[config.mk]
export PLATFORM = sky130hd
export DESIGN_NAME = vn_update_unit
export DESIGN_NICKNAME = d
export VERILOG_FILES = /design/src/rtl/vn_pkg.sv /design/src/rtl/vn_edge_store.sv /design/src/rtl/vn_total.sv /design/src/rtl/vn_extrinsic.sv /design/src/rtl/vn_update_unit.sv
export SDC_FILE = /design/constraint.sdc
export NUM_CORES = 1
export LEC_CHECK = 0
export ABC_AREA = 0
export BUFFER_PORTS_ARGS = -buffer_cell sky130_fd_sc_hd__buf_2
export CAP_MARGIN = 25
export CORE_MARGIN = 3
export CORE_UTILIZATION = 63
export DETAILED_ROUTE_END_ITERATION = 10
export GPL_ROUTABILITY_DRIVEN = 1
export PLACE_DENSITY = 0.8
export REMOVE_ABC_BUFFERS = 1
export SYNTH_ARGS = -nofsm -noshare
export SYNTH_HDL_FRONTEND = slang
export SYNTH_SLANG_ARGS = --single-unit
[constraint.sdc]
create_clock -name clk_i -period 8.34 [get_ports clk_i]
set_input_delay 0.834 -clock clk_i [delete_from_list [all_inputs] [get_ports clk_i]]
set_output_delay 0.834 -clock clk_i [all_outputs]
set_load 0.1 [all_outputs]
[src/rtl/vn_pkg.sv]
package vn_pkg;
  typedef enum logic [1:0] {
    VN_IDLE = 2'd0,
    VN_ACC  = 2'd1,
    VN_OUT  = 2'd2
  } vn_state_e;
endpackage

[src/rtl/vn_edge_store.sv]
module vn_edge_store #(
  parameter int MSG_W   = 8,
  parameter int MAX_DEG = 8,
  parameter int CNT_W   = $clog2(MAX_DEG + 1),
  parameter int SUM_W   = MSG_W + CNT_W,
  parameter int IDX_W   = (MAX_DEG > 1) ? $clog2(MAX_DEG) : 1
) (
  input  logic                    clk_i,
  input  logic                    rst_ni,
  input  logic                    clr_i,
  input  logic                    wr_i,
  input  logic signed [MSG_W-1:0] msg_i,
  input  logic [IDX_W-1:0]        rd_idx_i,
  output logic signed [MSG_W-1:0] rd_msg_o,
  output logic signed [SUM_W-1:0] sum_o,
  output logic [CNT_W-1:0]        cnt_o
);
  logic signed [MSG_W-1:0] mem_q [MAX_DEG];
  logic [CNT_W-1:0]        cnt_q;
  logic signed [SUM_W-1:0] sum_q;
  logic                    wr_ok;

  // beats past MAX_DEG are dropped
  assign wr_ok = wr_i && (cnt_q < CNT_W'(MAX_DEG));

  always_ff @(posedge clk_i or negedge rst_ni) begin
    if (!rst_ni) begin
      cnt_q <= '0;
      sum_q <= '0;
    end else if (clr_i) begin
      cnt_q <= '0;
      sum_q <= '0;
    end else if (wr_ok) begin
      cnt_q <= cnt_q + CNT_W'(1);
      sum_q <= sum_q + SUM_W'(msg_i);
    end
  end

  for (genvar g = 0; g < MAX_DEG; g++) begin : g_slot
    always_ff @(posedge clk_i or negedge rst_ni) begin
      if (!rst_ni)                              mem_q[g] <= '0;
      else if (wr_ok && cnt_q == CNT_W'(g))     mem_q[g] <= msg_i;
    end
  end

  assign rd_msg_o = mem_q[rd_idx_i];
  assign sum_o    = sum_q;
  assign cnt_o    = cnt_q;
endmodule

[src/rtl/vn_total.sv]
module vn_total #(
  parameter int MSG_W    = 8,
  parameter int CNT_W    = 4,
  parameter int SUM_W    = 12,
  parameter int DEG1_MAG = 116
) (
  input  logic signed [MSG_W-1:0] chan_i,
  input  logic signed [SUM_W-1:0] sum_i,
  input  logic [CNT_W-1:0]        cnt_i,
  input  logic                    cfg_total_clip_i,
  input  logic                    cfg_deg1_clip_i,
  output logic signed [SUM_W-1:0] ut_o,
  output logic                    hard_o
);
  localparam int MSG_MAX = 2 ** (MSG_W - 1) - 1;
  localparam logic signed [MSG_W-1:0] D1_HI = MSG_W'(DEG1_MAG);
  localparam logic signed [MSG_W-1:0] D1_LO = -D1_HI;
  localparam logic signed [SUM_W-1:0] T_HI  = SUM_W'(MSG_MAX);
  localparam logic signed [SUM_W-1:0] T_LO  = -T_HI;

  logic signed [MSG_W-1:0] ch_eff;
  logic signed [SUM_W-1:0] u_full;

  always_comb begin
    ch_eff = chan_i;
    if (cfg_deg1_clip_i && cnt_i == CNT_W'(1)) begin
      if (chan_i > D1_HI)      ch_eff = D1_HI;
      else if (chan_i < D1_LO) ch_eff = D1_LO;
    end
  end

  assign u_full = sum_i + SUM_W'(ch_eff);
  assign hard_o = u_full[SUM_W-1];

  always_comb begin
    ut_o = u_full;
    if (cfg_total_clip_i) begin
      if (u_full > T_HI)      ut_o = T_HI;
      else if (u_full < T_LO) ut_o = T_LO;
    end
  end
endmodule

[src/rtl/vn_extrinsic.sv]
module vn_extrinsic #(
  parameter int MSG_W = 8,
  parameter int SUM_W = 12
) (
  input  logic signed [SUM_W-1:0] ut_i,
  input  logic signed [MSG_W-1:0] u_i,
  output logic signed [MSG_W-1:0] msg_o
);
  localparam int DIFF_W  = SUM_W + 1;
  localparam int MSG_MAX = 2 ** (MSG_W - 1) - 1;
  localparam logic signed [DIFF_W-1:0] D_HI = DIFF_W'(MSG_MAX);
  localparam logic signed [DIFF_W-1:0] D_LO = -D_HI;

  logic signed [DIFF_W-1:0] diff;

  assign diff = DIFF_W'(ut_i) - DIFF_W'(u_i);

  always_comb begin
    if (diff > D_HI)      msg_o = D_HI[MSG_W-1:0];
    else if (diff < D_LO) msg_o = D_LO[MSG_W-1:0];
    else                  msg_o = diff[MSG_W-1:0];
  end
endmodule

[src/rtl/vn_update_unit.sv]
module vn_update_unit
  import vn_pkg::*;
#(
  parameter int MSG_W    = 8,
  parameter int MAX_DEG  = 8,
  parameter int DEG1_MAG = 116
) (
  input  logic                    clk_i,
  input  logic                    rst_ni,
  input  logic                    cfg_total_clip_i,
  input  logic                    cfg_deg1_clip_i,
  input  logic                    in_valid_i,
  input  logic                    in_start_i,
  input  logic                    in_last_i,
  input  logic signed [MSG_W-1:0] in_msg_i,
  output logic                    out_valid_o,
  output logic                    out_last_o,
  output logic signed [MSG_W-1:0] out_msg_o,
  output logic                    hard_valid_o,
  output logic                    hard_bit_o,
  output logic                    busy_o
);
  localparam int CNT_W = $clog2(MAX_DEG + 1);
  localparam int SUM_W = MSG_W + CNT_W;
  localparam int IDX_W = (MAX_DEG > 1) ? $clog2(MAX_DEG) : 1;
  localparam logic signed [MSG_W-1:0] NEG_RAIL = {1'b1, {(MSG_W-1){1'b0}}};
  localparam logic signed [MSG_W-1:0] NEG_SAT  = NEG_RAIL + MSG_W'(1);

  vn_state_e               state_q;
  logic signed [MSG_W-1:0] chan_q;
  logic                    hard_q;
  logic [IDX_W-1:0]        rd_q;
  logic signed [MSG_W-1:0] in_sat;
  logic                    accept, start_acc, edge_wr, rd_last;
  logic signed [MSG_W-1:0] rd_msg;
  logic signed [SUM_W-1:0] sum;
  logic [CNT_W-1:0]        cnt;
  logic signed [SUM_W-1:0] ut;
  logic                    hard;

  assign in_sat    = (in_msg_i == NEG_RAIL) ? NEG_SAT : in_msg_i;
  assign accept    = in_valid_i && (state_q != VN_OUT);
  assign start_acc = accept && in_start_i;
  assign edge_wr   = accept && !in_start_i && (state_q == VN_ACC);
  assign rd_last   = (CNT_W'(rd_q) + CNT_W'(1)) == cnt;

  always_ff @(posedge clk_i or negedge rst_ni) begin
    if (!rst_ni) begin
      state_q <= VN_IDLE;
      chan_q  <= '0;
      hard_q  <= 1'b0;
      rd_q    <= '0;
    end else begin
      hard_q <= 1'b0;
      if (start_acc) begin
        chan_q <= in_sat;
        rd_q   <= '0;
        if (in_last_i) begin
          state_q <= VN_IDLE;
          hard_q  <= 1'b1;
        end else begin
          state_q <= VN_ACC;
        end
      end else if (edge_wr && in_last_i) begin
        state_q <= VN_OUT;
        hard_q  <= 1'b1;
        rd_q    <= '0;
      end else if (state_q == VN_OUT) begin
        if (rd_last) state_q <= VN_IDLE;
        else         rd_q    <= rd_q + IDX_W'(1);
      end
    end
  end

  vn_edge_store #(
    .MSG_W(MSG_W), .MAX_DEG(MAX_DEG), .CNT_W(CNT_W), .SUM_W(SUM_W), .IDX_W(IDX_W)
  ) u_store (
    .clk_i    (clk_i),
    .rst_ni   (rst_ni),
    .clr_i    (start_acc),
    .wr_i     (edge_wr),
    .msg_i    (in_sat),
    .rd_idx_i (rd_q),
    .rd_msg_o (rd_msg),
    .sum_o    (sum),
    .cnt_o    (cnt)
  );

  vn_total #(
    .MSG_W(MSG_W), .CNT_W(CNT_W), .SUM_W(SUM_W), .DEG1_MAG(DEG1_MAG)
  ) u_total (
    .chan_i           (chan_q),
    .sum_i            (sum),
    .cnt_i            (cnt),
    .cfg_total_clip_i (cfg_total_clip_i),
    .cfg_deg1_clip_i  (cfg_deg1_clip_i),
    .ut_o             (ut),
    .hard_o           (hard)
  );

  vn_extrinsic #(.MSG_W(MSG_W), .SUM_W(SUM_W)) u_ext (
    .ut_i  (ut),
    .u_i   (rd_msg),
    .msg_o (out_msg_o)
  );

  assign out_valid_o  = (state_q == VN_OUT);
  assign out_last_o   = (state_q == VN_OUT) && rd_last;
  assign busy_o       = (state_q == VN_OUT);
  assign hard_valid_o = hard_q;
  assign hard_bit_o   = hard;
endmodule

# [Word-level counts from Yosys, hierarchy flattened]
# Cells that the tools add are included.
[totals] inputBits=15 output_inout_bits=13 word_cells=93 register_bits=94
[classes] n_reduce_logical=23 n_lt_le_gt_ge=8 muxes=28 addsub=6 n_eq_ne=13 n_bitwise=1
[op_table] operator="$mux W8" n=8
[op_table] operator="$mux W12" n=5
[op_table] operator="$add A12 B8 Y12" n=2
[op_table] operator="$bmux W8 S3" n=1
[op_table] operator="$eq A4 B3 Y1 const B" n=4
[op_table] operator="$logic_and A1 B1 Y1" n=16
[op_table] operator="$gt A13 B8 Y1 const B" n=1
[op_table] operator="$lt A13 B8 Y1 const B" n=1
[op_table] operator="$sub A12 B8 Y13" n=1
[op_table] operator="$gt A12 B8 Y1 const B" n=1
[op_table] operator="$lt A12 B8 Y1 const B" n=1
[op_table] operator="$mux W3" n=4
[op_table] operator="$eq A4 B2 Y1 const B" n=2
[op_table] operator="$eq A8 B8 Y1 const B" n=1
[op_table] operator="$gt A8 B8 Y1 const B" n=1
[op_table] operator="$lt A8 B8 Y1 const B" n=1
[op_table] operator="$mux W2" n=4
[op_table] operator="$mux W4" n=2
[op_table] operator="$reduce_bool A3 Y1" n=2
[op_table] operator="$add A3 B1 Y4 const B" n=1
[op_table] operator="$add A4 B1 Y4 const B" n=1
[op_table] operator="$eq A4 B1 Y1 const B" n=1
[op_table] operator="$eq A4 B4 Y1" n=1
[op_table] operator="$ge A4 B4 Y1 const B" n=1
[op_table] operator="12 further kinds" n=16

# [Logic depth before layout (Yosys ltp)]
# Gate-level depths: netlist of run 1.
[logic_depth] word_depth=13 ltp_mapped=29 depth_no_buf=29

# [Hierarchy]
# From an unflattened synthesis of run 1, not the netlist that was laid out.
[hier_totals] cells_unflattened=646 hier_area_um2=6966.7
[modules_own_cells] module="vn_edge_store" seq_area_each_um2=2001.9 cells_per_inst=315 instances=1 area_each_um2=4136.5
[modules_own_cells] module="vn_total" seq_area_each_um2=0.0 cells_per_inst=139 instances=1 area_each_um2=1159.9
[modules_own_cells] module="vn_extrinsic" seq_area_each_um2=0.0 cells_per_inst=122 instances=1 area_each_um2=889.6
[modules_own_cells] module="vn_update_unit" seq_area_each_um2=350.3 cells_per_inst=70 instances=1 area_each_um2=780.7

# [Worst setup path before layout of run 1]
# Ideal clock, no wire load.
[synth_timing] path_kind="input-to-output" from="input cfg_deg1_clip_i" to="output out_msg_o[2]" arrival_ps=8824 path_buffers=0 stages=23 path_slack_ps=-1318 required_ps=7506 path_cell_list="and4bb_2 > nand2_1 > nor3_1 > a21oi_1 > and2_1 > ha_1 > a211oi_1 > o21ai_1 > o311ai_0 > a21oi_1 > o21ai_0 > and2_1 > nand3b_1 > nor3b_1 > ha_1 > inv_1 > fa_1 > a211oi_1 > o21ai_1 > a31oi_1 > o41ai_1 > o31ai_2 > o221ai_1"
[synth_between] elab_chain_len=11 word_cells_on_any_way=13 classes_between="add/sub (2); order compare (4); mux (6); reduce/logical (1)"
[synth_lines] item="from (decl)" line_no="vn_update_unit.sv:11" rtl="input logic cfg_deg1_clip_i,"
[synth_lines] item="$logic_and A1 B1 Y1 *" line_no="vn_total.sv:26" rtl="if (cfg_deg1_clip_i && cnt_i == CNT_W'(1)) begin"
[synth_lines] item="$mux W8 *" line_no="vn_total.sv:26"
[synth_lines] item="$add A12 B8 Y12 *" line_no="vn_total.sv:32" rtl="assign u_full = sum_i + SUM_W'(ch_eff);"
[synth_lines] item="named net hard_bit_o" line_no="vn_update_unit.sv:20" rtl="output logic hard_bit_o,"
[synth_lines] item="$lt A12 B8 Y1" line_no="vn_total.sv:39" rtl="else if (u_full < T_LO) ut_o = T_LO;"
[synth_lines] item="$mux W12" line_no="vn_total.sv:39"
[synth_lines] item="$mux W12" line_no="vn_total.sv:38" rtl="if (u_full > T_HI) ut_o = T_HI;"
[synth_lines] item="$mux W12 *" line_no="vn_total.sv:37" rtl="if (cfg_total_clip_i) begin"
[synth_lines] item="$sub A12 B8 Y13 *" line_no="vn_extrinsic.sv:16" rtl="assign diff = DIFF_W'(ut_i) - DIFF_W'(u_i);"
[synth_lines] item="$lt A13 B8 Y1" line_no="vn_extrinsic.sv:20" rtl="else if (diff < D_LO) msg_o = D_LO[MSG_W-1:0];"
[synth_lines] item="$mux W8" line_no="vn_extrinsic.sv:20"
[synth_lines] item="$mux W8 *" line_no="vn_extrinsic.sv:19" rtl="if (diff > D_HI) msg_o = D_HI[MSG_W-1:0];"
[synth_lines] item="to (decl)" line_no="vn_update_unit.sv:18" rtl="output logic signed [MSG_W-1:0] out_msg_o,"
# The timed path passes the listed nets; every way through them passes the cells marked *.

# [Worst setup path in the final report of run 1]
[layout_timing] from="register u_store.cnt_q[1] (netlist: u_store.cnt_o[1])" to="output out_msg_o[0]"
[layout_between] elab_chain_len=12 word_cells_on_any_way=14 classes_between="add/sub (2); order compare (4); eq/ne (1); mux (6); reduce/logical (1)"
[layout_lines] item="from (decl)" line_no="vn_edge_store.sv:19" rtl="logic [CNT_W-1:0] cnt_q;"
[layout_lines] item="from (signal assigned)" line_no="vn_edge_store.sv:34" rtl="cnt_q <= cnt_q + CNT_W'(1);"
[layout_lines] item="$eq A4 B1 Y1 *" line_no="vn_total.sv:26"
[layout_lines] item="$logic_and A1 B1 Y1 *" line_no="vn_total.sv:26"
[layout_lines] item="$mux W8 *" line_no="vn_total.sv:26"
[layout_lines] item="$add A12 B8 Y12 *" line_no="vn_total.sv:32"
[layout_lines] item="$lt A12 B8 Y1" line_no="vn_total.sv:39"
[layout_lines] item="$mux W12" line_no="vn_total.sv:39"
[layout_lines] item="$mux W12" line_no="vn_total.sv:38"
[layout_lines] item="$mux W12 *" line_no="vn_total.sv:37"
[layout_lines] item="$sub A12 B8 Y13 *" line_no="vn_extrinsic.sv:16"
[layout_lines] item="$lt A13 B8 Y1" line_no="vn_extrinsic.sv:20"
[layout_lines] item="$mux W8" line_no="vn_extrinsic.sv:20"
[layout_lines] item="$mux W8 *" line_no="vn_extrinsic.sv:19"
# Mark *: on every way between the ends. The rest lies on a longest branch, timed or not.

==> metrics.txt, run 1 <==
CTS Hold Bufs 0; Setup TNS Final 0 ns; Synth Area in Adders 9.219%; reg2reg start u_store.sum_o[0]; final core occ 72.39%; Worst EP required 7.51 ns; Iter 0 DRT Violations 291; Synth Area in Compound Gates 13.35%; pre-CTS worst setup slack roughly 0.34 ns; pin count of the biggest net entering global routing 77; hpwl dp 10.15 mm; drt wl/cell 19.53 um; nature of the critical path startpoint register; Layout area overhead 9.642%; layout cell share with drive strength beyond 1 between 20 and 25%; DRC Markers 0; FF-to-FF path depth 10; Synth area leader dfrtp_1; fmax around 0.12 GHz; max incr delay on CP 0.46 ns; min Tclk post-route 8.004 ns; worst-margin pin slew 0.9489 ns; Avg Inst Size Synth between 10 and 15 um2; CTS sink cnt 94; worst hold path class primary input to async pin; Die ar. ~11000 um2; ys flop type dfrtp_1; via count 4770; FP Rows 35; Synth Area in Simple Gates 13.02%; Setup crit end kind primary output; first-pass GRT wire length 23.42 mm; clk buf depth 2; Cells after Synth between 500 and 600; clock skew 0.009123 ns; CTS tree done; grt total ovfl 0; Post-Synth XOR/XNOR Area 4.650%; max cap viols 0; antenna violations before repair 0; Final Hold Viols 0; largest family of logic cells by synthesized area multiplexers; clk_lat worst skew 0.36 ns; Num CTS Buffers 9; Synth top area share around 38%; Antenna Nets Post-Route 0; initial core utilization 66.02%; Final Wtd Congestion 0.8930; final wirelength 14.65 mm; max_slew headroom 36.74%; H-tree depth 3; number of global-route vias before repair 4788; top cells by area, synth dfrtp_1 38%, mux2_2 12%, ha_1 8.3%; # diodes 0; worst setup margin approximately 0.34 ns; drt pass-1 iters 5; Yosys cell types 61; setup violators final 0; fin cells 750; YS warnings 0; Clock Tree Root clkbuf_8; CP max FO 6; RR Endpoint u_store.sum_o[10]; flops & latches, synth 94; Buffers on Ports 27; Core Box Area 9415 um2; post-synthesis mux area share 18.68%; CP arrival 7.17 ns; critical path's slowest cell dfrtp_2; Reg2Reg Setup Slack 5.62 ns; Fill cells 659; fin. max-slew vios 0; sequential fraction of the synthesis area between 30% and 40%; Synth Cell Area 6216 um2; status completed; Chip Height 105.3 um; asr flop ratio synth 100.0%; Final period util 95.97%; Post-synth EDFFs 0; Clock Pin Slew Worst Setup and Hold Paths around 0.1 ns; I/O pins 28; WS Path Type register to primary output; Die X around 110 um; placed insts 729; All-Layer GR Usage 26.52%; fin nets 676; detailed-route vias per instance 6.360
==> synthesized netlist by cell type (4+ instances only) <==
library cell and number:
dfrtp_1 94, nor2b_1 4, nor2_1 17, o21ai_0 43, nand2b_1 13, clkbuf_1 20, or3_1 4, a31oi_1 5
o221ai_1 7, inv_1 26, nor3_1 13, mux4_2 16, xor2_1 13, a21o_1 9, nand3_1 30, o21a_1 7
and2_1 7, mux2i_1 8, ha_1 41, a21oi_1 29, nand2_1 46, xnor2_1 20, mux2_2 64
==> per-stage QoR <==
stage               hold WS [ns]  instance area [um2]
finish                    0.3280                 6815
floorplan                 0.4446                 6112
CTS                       0.3320                 6684
global placement          0.4578                 6441
detailed placement        0.4664                 6441
global route              0.3332                 6815
==> registers in the layout, summed over array words and instances, names as in the netlist <==
| signal | count |
|---|---|
| hard_valid_o | 1 |
| u_store.cnt_o | 4 |
| u_store.mem_q | 64 |
| state_q | 2 |
| u_store.sum_o | 12 |
| rd_q | 3 |
| chan_q | 8 |
==> timing repair <==
| action | in CTS | in global routing |
|---|---|---|
| gates resized for setup | 0 | 25 |
| buffers inserted | 0 | 5 |
| endpoints found under the hold margin | 0 | 0 |
| setup endpoints to repair | 0 | 8 |
==> placed cells by master, fill, tap and decap left out, types with 16 or more instances in the layout <==
cell,count
o21ai_0,43
buf_2,19
dfrtp_1,93
nor2_1,17
mux2_2,64
ha_1,41
nand2_1,46
xnor2_1,20
buf_4,17
mux4_2,16
nand3_1,30
a21oi_1,29
inv_1,26
==> worst max-delay path by stage <==
stage	start	to	slack, ns	cells past startpoint
2_1_floorplan	cfg_deg1_clip_i	out_msg_o[2]	-1.32	23
3_3_place_gp	cfg_deg1_clip_i	out_msg_o[1]	0.64	29
3_5_place_dp	cfg_deg1_clip_i	out_msg_o[2]	0.34	29
4_1_cts	u_store.cnt_o[1]	out_msg_o[2]	0.04	30
5_1_grt	u_store.cnt_o[1]	out_msg_o[0]	-0.08	31
6_report	u_store.cnt_o[1]	out_msg_o[0]	0.34	31
==> layer usage <==
| metal | global-route usage [%] | part of all wire, % | vias up |
|---|---|---|---|
| met5 | 0 | 0 | - |
| met4 | 9.466 | 2.7 | 0 |
| met3 | 4.103 | 4.6 | 31 |
| met2 | 45.26 | 50 | 144 |
| met1 | 34.32 | 43 | 2370 |
| li1 | - | - | 2225 |
==> cells by family (layout without fill, tap and decap cells) <==
| logic type | count (synthesis) | after routing |
|---|---|---|
| AND/OR/NAND/NOR | 157 | 157 |
| AO/OA/AOI/OAI | 127 | 127 |
| flip-flops | 94 | 94 |
| multiplexers | 88 | 88 |
| buffers and inverters | 52 | 78 |
| adder cells (fa/ha/maj) | 44 | 44 |
| XOR/XNOR | 33 | 33 |
==> layout make-up <==
class                      count  area [um2]  area share, %
multi-input combinational    449        3722          54.62
sequential                    94        2354          34.53
timing repair buffer          37       237.7          3.488
tap                          129       161.4          2.368
clock buffer                   9       123.9          1.818
clock inverter                 6       118.9          1.744
inverter                      26       97.59          1.432
==> worst max-delay path: cells and delay by family (launching register included) <==
| kind | cells | cell delay (ns) |
|---|---|---|
| simple gates | 12 | 2.67 |
| compound gates | 8 | 1.57 |
| fa+ha+maj | 5 | 1.23 |
| buf+inv | 5 | 0.63 |
| flops | 1 | 0.46 |
| xor+xnor | 1 | 0.24 |
Power of run 1 is left out: the tool's default activity adds up to more than one toggle a clock period on the data nets, which glitch-free logic cannot reach.
==> run 2, diff against run 1 <==
--- a/config.mk
+++ b/config.mk
@@ -12,7 +12,7 @@
 export CORE_UTILIZATION = 63
 export DETAILED_ROUTE_END_ITERATION = 10
 export GPL_ROUTABILITY_DRIVEN = 1
-export PLACE_DENSITY = 0.8
+export PLACE_DENSITY = 0.86
 export REMOVE_ABC_BUFFERS = 1
 export SYNTH_ARGS = -nofsm -noshare
 export SYNTH_HDL_FRONTEND = slang
==> metrics.txt, run 2 (same netlist as run 1, synthesis figures left out) <==
via count 4814; CTS sink cnt 94; Die X about 110 um; fin. max-slew vios 0; fmax 0.1221 GHz; first-pass GRT wire length 23.61 mm; # diodes 0; Chip Height 105.3 um; worst-margin pin slew 0.9631 ns; grt total ovfl 0; Clock Pin Slew Worst Setup and Hold Paths 0.11 ns; Die ar. ~11000 um2; Core Box Area 9415 um2; setup violators final 0; CP max FO 6; CP arrival 7.36 ns; Layout area overhead 9.541%; Largest register FFs 64; drt wl/cell between 15 and 20 um; layout cell share with drive strength beyond 1 25.00%; max_slew headroom 35.79%; Final Wtd Congestion 0.9016; clk buf depth 2; Final Hold Viols 0; critical path's slowest cell or4_1; number of global-route vias before repair 4872; worst hold path class primary input to async pin; hpwl dp around 10 mm; detailed-route vias per instance 6.393; Num CTS Buffers 9; DRC Markers 0; Worst EP required 7.51 ns; WS Path Type register to primary output; fin nets 678; Final period util 98.19%; Setup crit end kind primary output; Top reg by flops u_store.mem_q; drt pass-1 iters 5; clock skew 0.01465 ns; clk_lat worst skew 0.36 ns; most frequent cells in the layout 93 x dfrtp_1, 64 x mux2_2, 46 x nand2_1, 43 x o21ai_0, 41 x ha_1; Iter 0 DRT Violations 391; status completed; H-tree depth 3; I/O pins 28; antenna violations before repair 0; max incr delay on CP about 0.50 ns; initial core utilization 66.02%; CTS tree done; Antenna Nets Post-Route 0; FP Rows 35; Clock Tree Root clkbuf_8; final core occ 72.32%; final wirelength 14.75 mm; max cap viols 0; min Tclk post-route between 8 and 9 ns; leading cell type in the layout, fill and taps excluded dfrtp_1; pin count of the biggest net entering global routing 87; All-Layer GR Usage 26.40%; nature of the critical path startpoint register; Buffers on Ports 27
==> run 2: final timing paths <==
| kind | depth (start not counted) | start | slack (ns) | to |
|---|---|---|---|---|
| max reg2reg | 10 | u_store.sum_o[0] | 5.60 | u_store.sum_o[10] |
| min reg2reg | 2 | u_store.mem_q[40] | 0.50 | u_store.mem_q[40] |
| max in group asynchronous | 3 | rst_ni | 7.27 | u_store.mem_q[15] |
| min in group clk_i | 2 | u_store.mem_q[40] | 0.50 | u_store.mem_q[40] |
| min | 1 | rst_ni | 0.27 | state_q[0] |
| max | 30 | u_store.cnt_o[1] | 0.15 | out_msg_o[0] |
==> run 2: metrics by stage <==
stage	std cells	worst slack (ns)	setup TNS, ns	hold WS, ns	instance area (um2)
after global placement	728	0.4826	0	0.4580	6434
after global routing	753	-0.1747	-0.8756	0.2539	6809
final	753	0.1508	0	0.2679	6809
after floorplan	569	-1.318	-8.812	0.4446	6112
after CTS	744	0.01674	0	0.2598	6656
after detailed placement	728	0.02761	0	0.4713	6434
==> run 2: area by class of cell <==
class / count / area [um2]
flip-flops and latches: 94 / 2354
multi-input cells: 449 / 3727
fillers: 618 / 2606
clock inverters: 7 / 72.57
inverters: 26 / 97.59
well taps: 129 / 161.4
clock buffers: 9 / 123.9
repair buffers: 39 / 272.8
==> run 2: timing repair <==
action	CTS	global route
resized for setup	8	13
hold buffers	0	0
pin swaps	0	6
setup buffers	0	7
setup endpoints to repair	7	8
==> run 2: critical path: cells and delay by family, from the launching register on <==
family | cells | cell delay (ns)
compound gates | 8 | 1.58
xor+xnor | 1 | 0.23
fa+ha+maj | 5 | 1.24
buf+inv | 4 | 0.46
flops | 1 | 0.46
simple gates | 12 | 3.02
==> run 2: routing by layer <==
| metal | share of wire [%] | global-route usage [%] | vias up |
|---|---|---|---|
| met1 | 41 | 33.20 | 2367 |
| met3 | 5.1 | 3.919 | 40 |
| li1 | - | - | 2237 |
| met2 | 51 | 46.99 | 170 |
| met4 | 2.4 | 7.966 | 0 |
| met5 | 0 | 0 | - |
Power of run 2 is left out for the same reason.
==> run 3, diff against run 2 <==
--- a/config.mk
+++ b/config.mk
@@ -12,7 +12,7 @@
 export CORE_UTILIZATION = 63
 export DETAILED_ROUTE_END_ITERATION = 10
 export GPL_ROUTABILITY_DRIVEN = 1
-export PLACE_DENSITY = 0.86
+export PLACE_DENSITY = 0.82
 export REMOVE_ABC_BUFFERS = 1
 export SYNTH_ARGS = -nofsm -noshare
 export SYNTH_HDL_FRONTEND = slang
==> metrics.txt, run 3 (same netlist as run 1, synthesis figures left out) <==
final wirelength between 10 and 15 mm; most frequent cells in the layout 93 x dfrtp_1, 64 x mux2_2, 46 x nand2_1, 43 x o21ai_0, 41 x ha_1; first-pass GRT wire length about 23 mm; clk_lat worst skew 0.36 ns; # diodes 0; Antenna Nets Post-Route 0; max_slew headroom 37.14%; pin count of the biggest net entering global routing 55; Layout area overhead 9.561%; fmax 0.1258 GHz; via count approximately 4800; Top reg by flops u_store.mem_q; Setup TNS Final 0 ns; Largest register FFs 64; CTS Hold Bufs 0; fin nets ~680; Worst EP required between 7 and 8 ns; crit path buf inv count 5; crit-path leading delay family simple AND/OR/NAND/NOR gates; grt total ovfl 0; Die X 105.3 um; DRT met1 WL between 5 and 6 mm; register area ~2400 um2; final core occ 72.33%; CTS sink cnt 94; Setup crit end kind primary output; Core Box Area 9415 um2; placed instance area 6441 um2; layout cell share with drive strength beyond 1 24.15%; Chip Height 105.3 um; FP Rows 35; met2 WL 7.076 mm; drt pass-1 iters 5; area of the multi-input gates 3716 um2; Iter 0 DRT Violations 284; antenna violations before repair 0; Die ar. ~11000 um2; initial core utilization roughly 66%; max cap viols 0; All-Layer GR Usage 25.42%; drt wl/cell 18.67 um; max incr delay on CP around 0.47 ns; status completed; Clock Pin Slew Worst Setup and Hold Paths approximately 0.11 ns; Buffers on Ports 27; Top Metal Used met4; worst hold path class primary input to async pin; min Tclk post-route 7.952 ns; fin area approximately 6800 um2; CP arrival 7.12 ns; critical path's slowest cell dfrtp_2; Clock Tree Root clkbuf_8; CP max FO 7; clk buf depth 2; fin. max-slew vios 0; CTS tree done; H-tree depth 3; Num CTS Buffers 9; Fill cells 647; WS Path Type register to primary output; clock skew 0.02075 ns; met3 wire len 571 um; I/O pins 28; Final Wtd Congestion 0.8546; hpwl dp 9.985 mm; worst-margin pin slew 0.9429 ns; Final period util 95.35%; number of global-route vias before repair around 4800; Final Hold Viols 0; WHS 0.4206 ns; leading cell type in the layout, fill and taps excluded dfrtp_1; DRC Markers 0; setup violators final 0; detailed-route vias per instance between 6 and 7; nature of the critical path startpoint register
==> run 3: final cells by class <==
cell class	instances	area share, %
Timing Repair Buffer	36	3.564
Tap cell	129	2.370
Clock buffer	9	1.819
Clock inverter	7	1.690
Inverter	26	1.433
Multi-Input combinational cell	449	54.57
Sequential cell	94	34.56
==> run 3: stage by stage <==
step,cells,setup slack [ns]
after floorplan,569,-1.318
after global placement,729,0.6253
after detailed placement,729,0.3103
after CTS,745,0.01207
after global routing,750,-0.008540
final,750,0.3880
==> run 3: metal layers <==
metal	up-vias	track usage [%]
li1	2225	-
met1	2368	31.56
met3	32	3.797
met4	0	9.091
met2	145	44.99
met5	-	0
==> run 3: worst register-to-register path: stages, from the launching register on <==
cell,delay [ns]
dfrtp_1,0.43
ha_1,0.27
fa_1,0.42
a21o_1,0.18
a21oi_1,0.24
o21ai_0,0.13
a21oi_1,0.30
o21ai_0,0.14
a31oi_1,0.24
xor2_1,0.17
o21ai_0,0.09
==> run 3: worst paths after layout <==
path	slack [ns]	depth (start not counted)	startpoint	endpoint
setup / recovery	0.39	31	u_store.cnt_o[1]	out_msg_o[0]
hold / removal	0.42	1	rst_ni	state_q[0]
setup reg to reg	5.61	10	u_store.sum_o[0]	u_store.sum_o[10]
hold reg to reg	0.50	2	u_store.mem_q[40]	u_store.mem_q[40]
max in group asynchronous	6.83	2	rst_ni	u_store.mem_q[31]
min in group clk_i	0.50	2	u_store.mem_q[40]	u_store.mem_q[40]
==> run 3: what timing repair did <==
action | CTS | global route
resized for setup | 0 | 19
setup buffers | 0 | 4
endpoints found under the setup margin | 0 | 8
Power of run 3 is left out for the same reason.
